===== src/rtl/bank_serializer.sv =====
`timescale 1ns/1ps
module bank_serializer #(
  parameter int LANES = 4,
  parameter int AW    = 4,
  parameter int DW    = 8,
  parameter int LAT   = 3
) (
  input  logic                       clk,
  input  logic                       rst_n,
  input  logic                       start,
  input  logic                       wr_en,
  input  logic [LANES-1:0]           lane_valid,
  input  logic [LANES*AW-1:0]        lane_addr,
  input  logic [LANES*DW-1:0]        lane_wdata,
  output logic                       busy,
  output logic                       done,
  output logic [$clog2(LANES+1)-1:0] congestion,
  output logic [LANES*DW-1:0]        lane_rdata
);
  localparam int BW    = $clog2(LANES);
  localparam int CW    = $clog2(LANES+1);
  localparam int RW    = AW - BW;
  localparam int DEPTH = 1 << RW;
  localparam int TW    = $clog2(LAT) + 1;

  typedef enum logic [1:0] {IDLE, ISSUE, DRAIN} state_t;
  state_t state;

  logic [LANES-1:0]   v_q;
  logic               wr_q;
  logic [AW-1:0]      a_q [LANES];
  logic [DW-1:0]      d_q [LANES];
  logic [DW-1:0]      mem [LANES][DEPTH];
  logic [LANES-1:0]   uniq, issue_mask;
  logic [BW-1:0]      rep  [LANES];
  logic [CW-1:0]      rank [LANES];
  logic [CW-1:0]      load [LANES];
  logic [CW-1:0]      cong, slot;
  logic [TW-1:0]      cnt;
  logic [LANES-1:0]   pipe [LAT];
  logic [LANES*BW-1:0] lane_bank_f;

  always_comb begin
    for (int i = 0; i < LANES; i++) begin
      uniq[i] = v_q[i];
      rep[i]  = BW'(i);
      for (int j = i - 1; j >= 0; j--)
        if (v_q[j] && a_q[j] == a_q[i]) begin
          uniq[i] = 1'b0;
          rep[i]  = BW'(j);
        end
    end
  end

  always_comb begin
    cong = '0;
    for (int b = 0; b < LANES; b++) load[b] = '0;
    for (int i = 0; i < LANES; i++) begin
      rank[i] = '0;
      for (int j = 0; j < i; j++)
        if (uniq[j] && a_q[j][BW-1:0] == a_q[i][BW-1:0]) rank[i] = rank[i] + CW'(1);
      if (uniq[i]) load[a_q[i][BW-1:0]] = load[a_q[i][BW-1:0]] + CW'(1);
    end
    for (int b = 0; b < LANES; b++)
      if (load[b] > cong) cong = load[b];
  end

  always_comb begin
    for (int i = 0; i < LANES; i++) begin
      issue_mask[i] = (state == ISSUE) && uniq[i] && (rank[i] == slot);
      lane_bank_f[i*BW +: BW] = a_q[i][BW-1:0];
    end
  end

  assign busy       = (state != IDLE);
  assign congestion = cong;

  always_ff @(posedge clk or negedge rst_n) begin
    if (!rst_n) begin
      state <= IDLE;
      v_q   <= '0;
      wr_q  <= 1'b0;
      slot  <= '0;
      cnt   <= '0;
      done  <= 1'b0;
      for (int k = 0; k < LAT; k++) pipe[k] <= '0;
      for (int i = 0; i < LANES; i++) begin
        a_q[i] <= '0;
        d_q[i] <= '0;
      end
    end else begin
      done    <= 1'b0;
      pipe[0] <= issue_mask;
      for (int k = 1; k < LAT; k++) pipe[k] <= pipe[k-1];
      case (state)
        IDLE:
          if (start) begin
            state <= ISSUE;
            slot  <= '0;
            v_q   <= lane_valid;
            wr_q  <= wr_en;
            for (int i = 0; i < LANES; i++) begin
              a_q[i] <= lane_addr[i*AW +: AW];
              d_q[i] <= lane_wdata[i*DW +: DW];
            end
          end
        ISSUE:
          if (cong == '0) begin
            done  <= 1'b1;
            state <= IDLE;
          end else if (slot == cong - CW'(1)) begin
            state <= DRAIN;
            cnt   <= '0;
          end else begin
            slot <= slot + CW'(1);
          end
        DRAIN:
          if (cnt == TW'(LAT - 1)) begin
            done  <= 1'b1;
            state <= IDLE;
          end else begin
            cnt <= cnt + TW'(1);
          end
        default: state <= IDLE;
      endcase
    end
  end

  always_ff @(posedge clk) begin
    for (int i = 0; i < LANES; i++)
      if (wr_q && pipe[LAT-1][i])
        mem[a_q[i][BW-1:0]][a_q[i][AW-1:BW]] <= d_q[i];
  end

  always_ff @(posedge clk or negedge rst_n) begin
    if (!rst_n) lane_rdata <= '0;
    else
      for (int k = 0; k < LANES; k++)
        if (!wr_q && v_q[k] && pipe[LAT-1][rep[k]])
          lane_rdata[k*DW +: DW] <= mem[a_q[k][BW-1:0]][a_q[k][AW-1:BW]];
  end
endmodule


===== config.mk =====
export PLATFORM = sky130hd
export DESIGN_NAME = bank_serializer
export DESIGN_NICKNAME = d
export VERILOG_FILES = /design/src/rtl/bank_serializer.sv
export SDC_FILE = /design/constraint.sdc
export NUM_CORES = 1
export LEC_CHECK = 0
export BUFFER_PORTS_ARGS = -buffer_cell sky130_fd_sc_hd__buf_2
export CAP_MARGIN = 30
export CORE_ASPECT_RATIO = 0.9
export CORE_UTILIZATION = 57
export DETAILED_ROUTE_END_ITERATION = 10
export PLACE_DENSITY = 0.83
export RECOVER_POWER = 25
export SLEW_MARGIN = 10
export SYNTH_ARGS = -nofsm -noshare
export SYNTH_HDL_FRONTEND = slang
export SYNTH_SLANG_ARGS = --single-unit

===== constraint.sdc =====
create_clock -name clk -period 8.3 [get_ports clk]
set_input_delay 1.245 -clock clk [delete_from_list [all_inputs] [get_ports clk]]
set_output_delay 1.245 -clock clk [all_outputs]
set_load 0.02 [all_outputs]

==> results.txt <==
# fillers = 2288
Max Fclk = 0.117 GHz
row count = 61
crit path launch type = flip-flop
worst path required time = 7.05 ns
clock slew seen by the registers of the worst setup and hold paths = 0.07 ns
CTS root buffer = clkbuf_16
TritonCTS buffer count = 26
Design Area, Final = 20500 sq um
Avg Inst Size Synth = 10.4 sq um
worst-case clock buffer depth = 3
Critical Path AT = 7.31 ns
worst skew pair latency = 0.57 ns
top layer in use = met5
Cells after Synth = 1754
H-tree levels = 1
Crit path buffers/inverters = 4
critical path type = flip-flop to primary output
Vias = 16100
FF+latch count, synth = 234
failing checks = capacitance limit, slew limit, setup timing
DIE AREA = 32600 sq um
Die X = 190 microns
first-pass GRT wire length = 95500 microns
WHS = 0.336 ns
metal3 WL = 11700 microns
CP max FO = 4
slowest stage delay, CP = 0.49 ns
WL/cell = 29.4 microns
MaxCap Viol Count = 2
Port Buffer Count = 92
asr flop ratio synth = 45.3%
grt ovf = 0
Routability Congestion = 1.04
slack of the critical path = -0.255 ns
Starting Density = 58.4%
Synth-to-Final Area Change = 13.0%
final hold vios = 0
synth unique cells = 75
pin count of the biggest net entering global routing = 63
critical path capture point type = primary output
min cycle time layout = 8.56 ns
Cells after DPL = 2170
vias per cell = 7.13
cell family with most CP delay = simple AND/OR/NAND/NOR gates
Setup Skew = 0.0257 ns
slowest stage cell on the critical path = mux4_2
status = complete, but fails checks
initial antenna violation count = 8
Netlist Area Pre-Place = 18200 sq um
hold crit path type = flip-flop to flip-flop
Placed Area = 19100 sq um
Detail Route Antenna Nets = 0
Die H = 171 microns
core area = 31100 sq um
Syn Nets = 1833
Synth Flop Type = edfxtp_1
commonest non-fill, non-tap cell in the layout = nand2_1
period utilization = 103%
share of layout cells above drive strength 1 = 31.1%
Residual DRC = 0
DRT iter0 DRCs = 2678
RSZ-0062 raised after global routing = true
setup violators final = 3
Post-Route WL = 66300 microns
DP Wirelength = 46900 microns
CP dominant cell by count = nand2_1
Max transition margin = -114%
I/O Pins = 93
vias in the first global route = 14500
CTS Sinks = 234
All-Layer GR Usage = 40.7%
Metal-1 WL = 23600 microns
CTS tree = done
yosys warns = 0
post-synthesis sequential area ratio = 35.7%
met2 WL post-DR = 27500 microns
number of synthesized flops with an enable pin = 128
DRT Pass-1 Iters = 9
commonest cells after routing, fill and taps aside = nand2_1, o21ai_0, mux4_2, edfxtp_1, mux2i_1
max-slew violation count = 109
Layout Nets = 1903
Non-Filler Instances = 2253
worst slew pin tran = 3.21 ns
cells in the mapped netlist, types with 2 or more instances:
cell type,n,area [sq um]
a211o_1,2,17.5
a211oi_1,4,30.0
a21oi_1,64,320
a22oi_1,3,22.5
a311oi_1,3,26.3
a31oi_1,7,43.8
a41oi_1,2,17.5
and2_1,9,56.3
and2b_1,2,15.0
and3_1,6,37.5
and3_4,2,22.5
and4_1,2,17.5
buf_1,31,116
buf_2,9,45.0
buf_4,16,120
clkbuf_1,112,420
dfrtp_1,106,2650
edfxtp_1,128,3840
ha_1,23,288
inv_1,22,82.6
inv_2,2,7.51
mux2_2,92,1040
mux2i_1,120,1200
mux4_2,161,3630
nand2_1,320,1200
nand2b_1,10,62.6
nand3_1,38,190
nand3b_1,11,82.6
nand4_1,8,50.1
nor2_1,60,225
nor2b_1,10,62.6
nor3_1,23,115
nor3b_1,4,30.0
nor4_1,4,25.0
o211ai_1,4,30.0
o21ai_0,250,1250
o21ai_1,2,10.0
o31ai_1,2,15.0
o32ai_1,2,17.5
or2_2,3,18.8
or3_1,6,37.5
xnor2_1,19,166
xor2_1,18,158
cell families (layout without fill, tap and decap cells):
group                      Yosys count  count (layout)  share of synthesized area (%)
muxes                              373             373                           32.3
buffers and inverters              194             283                           4.45
AOI/OAI and AO/OA                  368             368                           11.4
and+or+nand+nor                    524             524                           12.7
other                                0               1                              0
xor gates and xnor gates            38              38                           1.87
adders and majority gates           23              23                           1.58
DFF                                234             234                           35.7
layout make-up:
type | count | area, sq um | area share [%]
multi-input cells | 1326 | 11200 | 54.4
clock buffers | 35 | 747 | 3.64
well taps | 409 | 512 | 2.49
inverters | 24 | 90.1 | 0.438
diodes | 1 | 2.50 | 0.0122
repair buffers | 212 | 1400 | 6.83
flip-flops and latches | 234 | 6510 | 31.7
clock inverters | 12 | 98.8 | 0.481
sequential cells by signal, indices dropped and copies added (netlist names):
signal / count
done: 1
state: 2
cnt: 3
wr_q: 1
d_q: 32
a_q: 16
v_q: 4
mem: 128
slot: 3
pipe: 12
lane_rdata: 32
metrics by stage:
stage          TNS, ns  util, %  worst slack [ns]
2_1_floorplan        0        -             0.174
3_3_place_gp         0     61.2             0.106
3_5_place_dp   -0.0919     61.3           -0.0585
4_1_cts              0     65.2           0.00300
5_1_grt          -1.82     66.0            -0.437
6_report        -0.650     66.0            -0.255
routing by layer:
layer	vias up	track usage (%)
met5	-	1.23
met4	8	14.2
met1	7588	55.5
li1	6681	-
met3	276	16.8
met2	1514	58.1
what timing repair did:
item | in CTS | in global routing
gates resized for setup | 47 | 26
endpoints found under the setup margin | 6 | 12
setup buffers | 19 | 9
hold buffers | 0 | 0
pin swaps | 21 | 20
worst paths after layout:
path                            endpoint  cells past startpoint    start  slack [ns]
min in group asynchronous       state[0]                      1    rst_n        1.49
max                        congestion[1]                     36  a_q[10]       -0.26
min                              pipe[1]                      0  pipe[5]        0.34
max reg2reg                      slot[2]                     45  a_q[10]        0.07
max in group asynchronous        a_q[12]                      2    rst_n        2.52
min reg2reg                      pipe[1]                      0  pipe[5]        0.34
Power is not shown: default switching activity piles up to over one toggle a cycle in this logic, so the estimate is an artifact.
